## src/rtl/rwe_pkg.sv

```systemverilog
package rwe_pkg;

    localparam int FIELD_W   = 5;
    localparam int EXTRA_W   = 5;
    localparam int MAX_EXTRA = 28;
    localparam int FIXED_ADD = 2;

    typedef enum logic [1:0] {
        ST_IDLE = 2'd0,
        ST_WAIT = 2'd1,
        ST_DONE = 2'd2
    } rwe_state_e;

    typedef struct packed {
        logic [EXTRA_W-1:0] waits;
        logic               unsupported;
        logic               nonzero;
    } rwe_lookup_t;

    typedef struct packed {
        logic bypass;
        logic bad;
    } rwe_flags_t;

    function automatic rwe_lookup_t emu_lookup(input logic [FIELD_W-1:0] code);
        rwe_lookup_t r;
        r.nonzero     = (code != '0);
        r.unsupported = 1'b0;
        unique case (code)
            5'd0:    r.waits = EXTRA_W'(0);
            5'd1:    r.waits = EXTRA_W'(10 + FIXED_ADD);
            5'd2:    r.waits = EXTRA_W'(18 + FIXED_ADD);
            5'd3:    r.waits = EXTRA_W'(26 + FIXED_ADD);
            5'd4:    r.waits = EXTRA_W'(3 + FIXED_ADD);
            5'd5:    r.waits = EXTRA_W'(11 + FIXED_ADD);
            default: begin
                r.waits       = EXTRA_W'(0);
                r.unsupported = 1'b1;
            end
        endcase
        return r;
    endfunction

endpackage

```

## src/rtl/rwe_decode.sv

```systemverilog
module rwe_decode
    import rwe_pkg::*;
(
    input  logic [FIELD_W-1:0] code,
    output logic [EXTRA_W-1:0] extra,
    output logic               unsupported,
    output logic               nonzero
);
    rwe_lookup_t lk;

    always_comb begin
        lk          = emu_lookup(code);
        extra       = lk.waits;
        unsupported = lk.unsupported;
        nonzero     = lk.nonzero;
    end
endmodule

```

## src/rtl/rwe_timer.sv

```systemverilog
module rwe_timer
    import rwe_pkg::*;
#(
    parameter int CNT_W = 6
) (
    input  logic             clk,
    input  logic             rst,
    input  logic             load,
    input  logic [CNT_W-1:0] load_val,
    output logic             idle,
    output logic             done
);
    rwe_state_e       state;
    logic [CNT_W-1:0] cnt;

    always_ff @(posedge clk) begin
        if (rst) begin
            state <= ST_IDLE;
            cnt   <= '0;
        end else begin
            unique case (state)
                ST_IDLE: begin
                    if (load) begin
                        if (load_val == '0) begin
                            state <= ST_DONE;
                        end else begin
                            state <= ST_WAIT;
                            cnt   <= load_val;
                        end
                    end
                end
                ST_WAIT: begin
                    if (cnt == CNT_W'(1)) begin
                        state <= ST_DONE;
                    end
                    cnt <= cnt - CNT_W'(1);
                end
                ST_DONE: state <= ST_IDLE;
                default: state <= ST_IDLE;
            endcase
        end
    end

    assign idle = (state == ST_IDLE);
    assign done = (state == ST_DONE);
endmodule

```

## src/rtl/rwe_ctrl.sv

```systemverilog
module rwe_ctrl
    import rwe_pkg::*;
#(
    parameter int ADDR_W   = 32,
    parameter int FIELD_LO = 24,
    parameter int BASE_W   = 4
) (
    input  logic              clk,
    input  logic              rst,
    input  logic              req_valid,
    input  logic [ADDR_W-1:0] req_addr,
    input  logic              req_write,
    input  logic              req_first,
    input  logic [BASE_W-1:0] base_ws,
    output logic              ready,
    output logic              buf_bypass,
    output logic              pf_block,
    output logic              bad_code
);
    localparam int MAX_TOTAL = (1 << BASE_W) - 1 + MAX_EXTRA;
    localparam int CNT_W     = $clog2(MAX_TOTAL + 1);

    logic [FIELD_W-1:0] code;
    logic [EXTRA_W-1:0] extra;
    logic               unsupported;
    logic               nonzero;
    logic               is_read;
    logic               stretch;
    logic [CNT_W-1:0]   latency;
    logic               idle;
    logic               done;
    logic               accept;
    rwe_flags_t         flags_q;
    rwe_flags_t         flags_d;

    assign code = req_addr[FIELD_LO +: FIELD_W];

    rwe_decode u_decode (
        .code        (code),
        .extra       (extra),
        .unsupported (unsupported),
        .nonzero     (nonzero)
    );

    assign is_read = !req_write;
    assign stretch = is_read && req_first;
    assign latency = stretch ? (CNT_W'(base_ws) + CNT_W'(extra)) : '0;
    assign accept  = req_valid && idle;

    rwe_timer #(.CNT_W(CNT_W)) u_timer (
        .clk      (clk),
        .rst      (rst),
        .load     (accept),
        .load_val (latency),
        .idle     (idle),
        .done     (done)
    );

    always_comb begin
        flags_d.bypass = is_read && nonzero;
        flags_d.bad    = is_read && unsupported;
    end

    always_ff @(posedge clk) begin
        if (rst) begin
            flags_q <= '0;
        end else if (accept) begin
            flags_q <= flags_d;
        end else if (done) begin
            flags_q <= '0;
        end
    end

    assign ready      = done;
    assign buf_bypass = flags_q.bypass;
    assign pf_block   = flags_q.bypass;
    assign bad_code   = flags_q.bad;
endmodule

```

## config.mk

```make
export PLATFORM = sky130hd
export DESIGN_NAME = rwe_ctrl
export DESIGN_NICKNAME = d
export VERILOG_FILES = /design/src/rtl/rwe_pkg.sv /design/src/rtl/rwe_decode.sv /design/src/rtl/rwe_timer.sv /design/src/rtl/rwe_ctrl.sv
export SDC_FILE = /design/constraint.sdc
export NUM_CORES = 1
export LEC_CHECK = 0
export BUFFER_PORTS_ARGS = -buffer_cell sky130_fd_sc_hd__buf_2
export CAP_MARGIN = 20
export CORE_ASPECT_RATIO = 0.75
export CORE_MARGIN = 2
export CORE_UTILIZATION = 40
export CTS_CLUSTER_SIZE = 28
export DETAILED_ROUTE_END_ITERATION = 16
export PLACE_DENSITY = 0.74
export SLEW_MARGIN = 20
export SYNTH_ARGS = -nofsm -noshare
export SYNTH_HDL_FRONTEND = slang
export SYNTH_SLANG_ARGS = --single-unit
export TNS_END_PERCENT = 5
```

## constraint.sdc

```tcl
create_clock -name clk -period 3.5 [get_ports clk]
set_input_delay 0.525 -clock clk [delete_from_list [all_inputs] [get_ports clk]]
set_output_delay 0.525 -clock clk [all_outputs]
set_load 0.05 [all_outputs]
```

== Word-level counts from Yosys, hierarchy flattened ==
Cells that the tools add are included.
Operators by class
  add/sub/neg operators: 2
  multiplexer cells: 12
  equality and inequality tests: 11
  reductions and logical operators: 14
Operators by type and width (count)
  $pmux 5 s5: 1
  $mux 6: 3
  $pmux 6 s2: 1
  $eq 5x2->1 const B: 2
  $eq 5x3->1 const B: 2
  $mux 2: 5
  $add 4x5->6: 1
  $eq 6x1->1 const B: 1
  $logic_not 6->1: 1
  $reduce_or 6->1: 1
  $sub 6x1->6 const B: 1
  $eq 5x1->1 const B: 1
  $logic_not 5->1: 1
  $reduce_bool 5->1: 1
  $logic_and 1x1->1: 4
  $ne 2x1->1 const B: 2
  $pmux 2 s2: 1
  $reduce_bool 2->1: 2
  $reduce_and 3->1: 1
  $eq 2x1->1 const B: 1
  $eq 2x2->1 const B: 1
  $logic_not 2->1: 1
  $ne 2x2->1 const B: 1
  $reduce_and 2->1: 1
  other kinds (2): 2
Storage, ports and cells
  output and inout bits: 4
  word-level logic and storage cells: 43
  bits in registers: 10
  bits of input ports: 41

== Longest topological paths before layout ==
  depth after elaboration: 8
  mapped depth: 8
  gate-level depth less buffers: 8

== By module ==
Synthesis repeated with hierarchy kept, for this count alone.
Second synthesis, totals
  cells, all modules: 108
  area total of the unflattened synthesis: 907.1 um^2
Modules (own cells, without submodules)
  rwe_timer: instances 1, area an instance 533.0 um^2, cells each 63, sequential area each 160.2 um^2
  rwe_ctrl: instances 1, area an instance 301.5 um^2, cells each 34, sequential area each 40.0 um^2
  rwe_decode: instances 1, area an instance 72.6 um^2, cells each 11, sequential area each 0.0 um^2

== Worst setup path after synthesis ==
Ideal clock, no wire load.
  path type: input port to flip-flop
  start: input port req_addr[25]
  end: register u_timer.cnt[0]
  required time: 3.414 ns
  setup time: 0.086 ns
  cell stages on the path: 8
  data arrival time: 2.274 ns
  slack: 1.140 ns
  cells stage by stage: nor4b_1 > ha_1 > ha_1 > nor4_1 > nand3_2 > o21ai_2 > o21ai_1 > a211oi_1
Between the ends
  cells in the longest elaborated chain, start to end: 7
  elaborated cells between the ends (all ways): 14
  those cells by class: add/sub: 1; eq/ne: 6; mux: 5; reduce/logical: 2
RTL lines
  start: declaration: line rwe_ctrl.sv:11  | input logic [ADDR_W-1:0] req_addr,
  $eq 5x3->1 (tied with other cells): line rwe_pkg.sv:29  | unique case (code)
  $pmux 5 s5 (*): line rwe_pkg.sv:29
  $add 4x5->6 (*): line rwe_ctrl.sv:47  | assign latency = stretch ? (CNT_W'(base_ws) + CNT_W'(extra)) : '0;
  $mux 6 (*): line rwe_ctrl.sv:47
  $logic_not 6->1 / $mux 6 (equally long branches): line rwe_timer.sv:24  | if (load_val == '0) begin
  $ne 2x2->1 (no source line) / $mux 6 (equally long branches)
  $reduce_and 3->1 (no source line) / $pmux 6 s2 (equally long branches)
  end signal: assignment: line rwe_timer.sv:28  | cnt <= load_val;
  end signal: assignment: line rwe_timer.sv:36  | cnt <= cnt - CNT_W'(1);
  end: declaration: line rwe_timer.sv:14  | logic [CNT_W-1:0] cnt;
Mark *: on every way between the ends. The rest lies on a longest branch, timed or not. The select of a mux whose other input is x is not followed.
A chain may end at the register's enable or synchronous reset.

== Worst setup path after layout ==
  start: input port req_addr[25]
  end: register u_timer.cnt[5]
The elaborated chain is that of the path after synthesis.

==> metrics <==
largest net degree at the start of global routing=11; Max Freq=~0.4 GHz; Layout Area Growth over Synthesis=17.2%; FF-to-FF path depth=4; Final Hold Fails=0; Leak=~0.39 nW; Clock Latency Late Sink=between 0.2 and 0.3 ns; syn_area_per_cell=between 8 and 9 um^2; fin crit share=72.7%; RSZ-0062 raised after global routing=false; Row Count=13; FF-to-FF End=u_timer.cnt[5]; P_int=~220 uW; die height=42.8 um; GRT Total Usage=between 10% and 20%; clock transition at the registers of the reported paths=about 0.070 ns; met1 GRT Util=22.4%; CTS H-tree depth=1; Post-CTS Setup Repair Bufs=0; Hold Crit Depth=2; wire per inst=about 13 um; Top cell by count, worst path=ha_1; final instance area=about 940 um^2; Root Buffer=clkbuf_4; Syn Inst Count=95; critical path arrival=about 2.8 ns; worst min path class=flop to flop; Hold Startpoint=u_timer.cnt[5]; Psw=106 uW; Routed WL=about 1800 um; GPL Wtd Cong=approximately 0.8; skew final=approximately 0.0073 ns; flop and latch count out of synthesis=10; vias per cell=about 6; CTS sink count=10; CTS Buffer Depth=2; Fillers=between 150 and 200; post-cts resize count=0; remaining antenna violation count=0; # nets final=roughly 160; Worst EP required=~3.7 ns; Post-DP Area=903 um^2; Comb pwr share=~27%; setup TNS=0 ns; hold buffer count at CTS=0; detailed-route via count=between 800 and 900; total gr overflow=0; die width=about 56 um; status=finished clean; max-cap viol count=0; Max FO, Critical Path=5; first-pass GRT wire length=3260 um; Setup-failing EPs final=0; CP cell instances=buf_2, nor4b_1, ha_1, ha_1, nor4_1, nand3_2, o21ai_2, o311ai_1, a21oi_1; routing usage on met2=28.3%; core area=between 1500 and 2000 um^2; HPWL Detailed=between 1000 and 1500 um; GR Layer Usage met3=5.49%; Worst setup EP type=flop; Initial Util=44.4%; hold path endpoint=u_timer.cnt[5]; vias in the first global route=around 760; Least-Margin Pin Slew=0.484 ns; min Tclk post-route=2.54 ns; Flop pwr share=39.1%; CTS Buf Count=3; sw frac=between 30 and 40%; drt pass-1 iters=4; Port Buffer Count=17; Clock Power Share=34.0%; Max stage delay on crit path=roughly 0.45 ns; post-synthesis net count=~140; final core utilization=between 50% and 60%; Startpoint Class=input pin; Slew Viols, Final=0; initial antenna violation count=0; layer with the highest usage=met2; n_diodes=0; share of layout cells above drive strength 1=28.9%; CP max stage cell=nor4_1; PD cells=346 nW/um^2; Peak supply drop=between 0.2 and 0.25 mV; Worst R2R Start=u_timer.state[0]; Ys Warns=0; number of DRC markers in iteration 0=18; Synth cell types=43; Post-Synthesis Cell Area=802 um^2; max_slew headroom=around two thirds; Setup CP Type=input pin to flop; R2R Setup Slk=1.92 ns; Die ar.=about 2400 um^2; CTS tree=built; # IOs=45; sequential area share after synthesis=about a quarter; drc violations=0
routing by layer:
layer	up-vias	routed length (um)	share of wire [%]
met2	19	801	44
li1	405	-	-
met3	4	90	4.9
met4	0	21	1.2
met1	384	913	50
met5	-	0	0
final cells by class:
class                   instances  area, um^2  area share [%]
clock buffers                   4        36.3            3.86
repair buffers                 17        85.1            9.05
multi-input cells              80         579            61.7
flip-flops and latches         10         200            21.3
inverters                       3        11.3            1.20
well taps                      22        27.5            2.93
state kept, by name (all words and copies together) (netlist names):
register       count
u_timer.state      2
u_timer.cnt        6
bad_code           1
buf_bypass         1
cells by family after synthesis:
kind of cell	Yosys count	share of synthesized area (%)
XOR/XNOR	2	2.18
buffers and inverters	5	2.81
flip-flops	10	25.0
adder cells (fa/ha/maj)	6	9.36
AO/OA/AOI/OAI	33	29.6
AND/OR/NAND/NOR	39	31.0
worst max path at each step:
| stage | start | to | slack (ns) | cells past startpoint |
|---|---|---|---|---|
| floorplan | req_addr[25] | u_timer.cnt[0] | 1.14 | 8 |
| global route | req_addr[25] | u_timer.cnt[5] | 0.84 | 9 |
| detailed placement | req_addr[25] | u_timer.cnt[5] | 0.72 | 9 |
| global placement | req_addr[25] | u_timer.cnt[5] | 0.75 | 9 |
| CTS | req_addr[25] | u_timer.cnt[5] | 0.99 | 9 |
| finish | req_addr[25] | u_timer.cnt[5] | 0.96 | 9 |
critical path: cells and delay by family:
family	cells	cell delay (ns)
buffers and inverters	1	0.12
AOI/OAI and AO/OA	3	0.53
and+or+nand+nor	3	1.00
adders and majority gates	2	0.57
cell usage in the layout (no fill, tap or decap), types with 2 or more instances in the layout:
master,instances
buf_2,17
inv_1,3
o21ai_0,3
xnor2_1,2
nor3_1,3
nor2b_1,4
nand2_1,4
clkbuf_4,3
a21oi_1,9
o21ai_2,2
nor2_1,7
o21ai_1,2
nand3b_1,2
a32oi_1,2
a211oi_1,4
and2b_1,4
ha_1,6
dfxtp_1,10
nand3_1,2
Yosys cell counts:
cell type | number | area (um^2)
o22ai_2 | 1 | 12.5
o211a_1 | 1 | 10.0
ha_1 | 6 | 75.1
inv_1 | 3 | 11.3
buf_1 | 1 | 3.75
nand3_1 | 2 | 10.0
o22a_2 | 1 | 10.0
nand3b_1 | 2 | 15.0
o211ai_1 | 1 | 7.51
or4_4 | 1 | 11.3
nand2b_1 | 1 | 6.26
o21ai_2 | 2 | 17.5
or4b_4 | 1 | 13.8
a21oi_1 | 9 | 45.0
a31o_2 | 1 | 8.76
nor2_1 | 7 | 26.3
nor3b_1 | 1 | 7.51
buf_4 | 1 | 7.51
o22ai_1 | 1 | 6.26
nor2b_1 | 4 | 25.0
a41oi_1 | 1 | 8.76
o21ai_1 | 2 | 10.0
a211oi_1 | 4 | 30.0
and2_1 | 1 | 6.26
or3_1 | 1 | 6.26
nor4b_1 | 1 | 8.76
o311ai_1 | 1 | 8.76
nand2_1 | 4 | 15.0
a32oi_1 | 2 | 17.5
xnor2_1 | 2 | 17.5
and2b_1 | 4 | 30.0
nand4_1 | 1 | 6.26
or3b_2 | 1 | 8.76
a31oi_1 | 1 | 6.26
a2bb2oi_1 | 1 | 8.76
a221oi_2 | 1 | 15.0
nand2b_2 | 1 | 8.76
nor4_1 | 1 | 6.26
o21ai_0 | 3 | 15.0
nor3_1 | 3 | 15.0
nand3_2 | 1 | 10.0
and4bb_2 | 1 | 12.5
dfxtp_1 | 10 | 200
power groups by stage:
| stage | Sequential [mW] | Combinational, mW | Clock, mW |
|---|---|---|---|
| 4_1_cts | 0.127 | 0.0874 | 0.113 |
| 6_report | 0.127 | 0.0875 | 0.111 |
| 5_1_grt | 0.129 | 0.0965 | 0.118 |
| 2_1_floorplan | 0.133 | 0.0605 | 0 |
| 3_3_place_gp | 0.129 | 0.0852 | 0 |
| 3_5_place_dp | 0.130 | 0.0865 | 0 |
through the flow:
step | setup WS [ns] | total power [mW] | hold WS [ns] | instances
global placement | 0.745 | 0.215 | 0.466 | 132
CTS | 0.987 | 0.327 | 0.489 | 136
detailed placement | 0.722 | 0.216 | 0.478 | 132
global route | 0.842 | 0.343 | 0.510 | 136
floorplan | 1.14 | 0.193 | 0.452 | 95
finish | 0.956 | 0.326 | 0.482 | 136
Power figures use the tool's default switching activity.
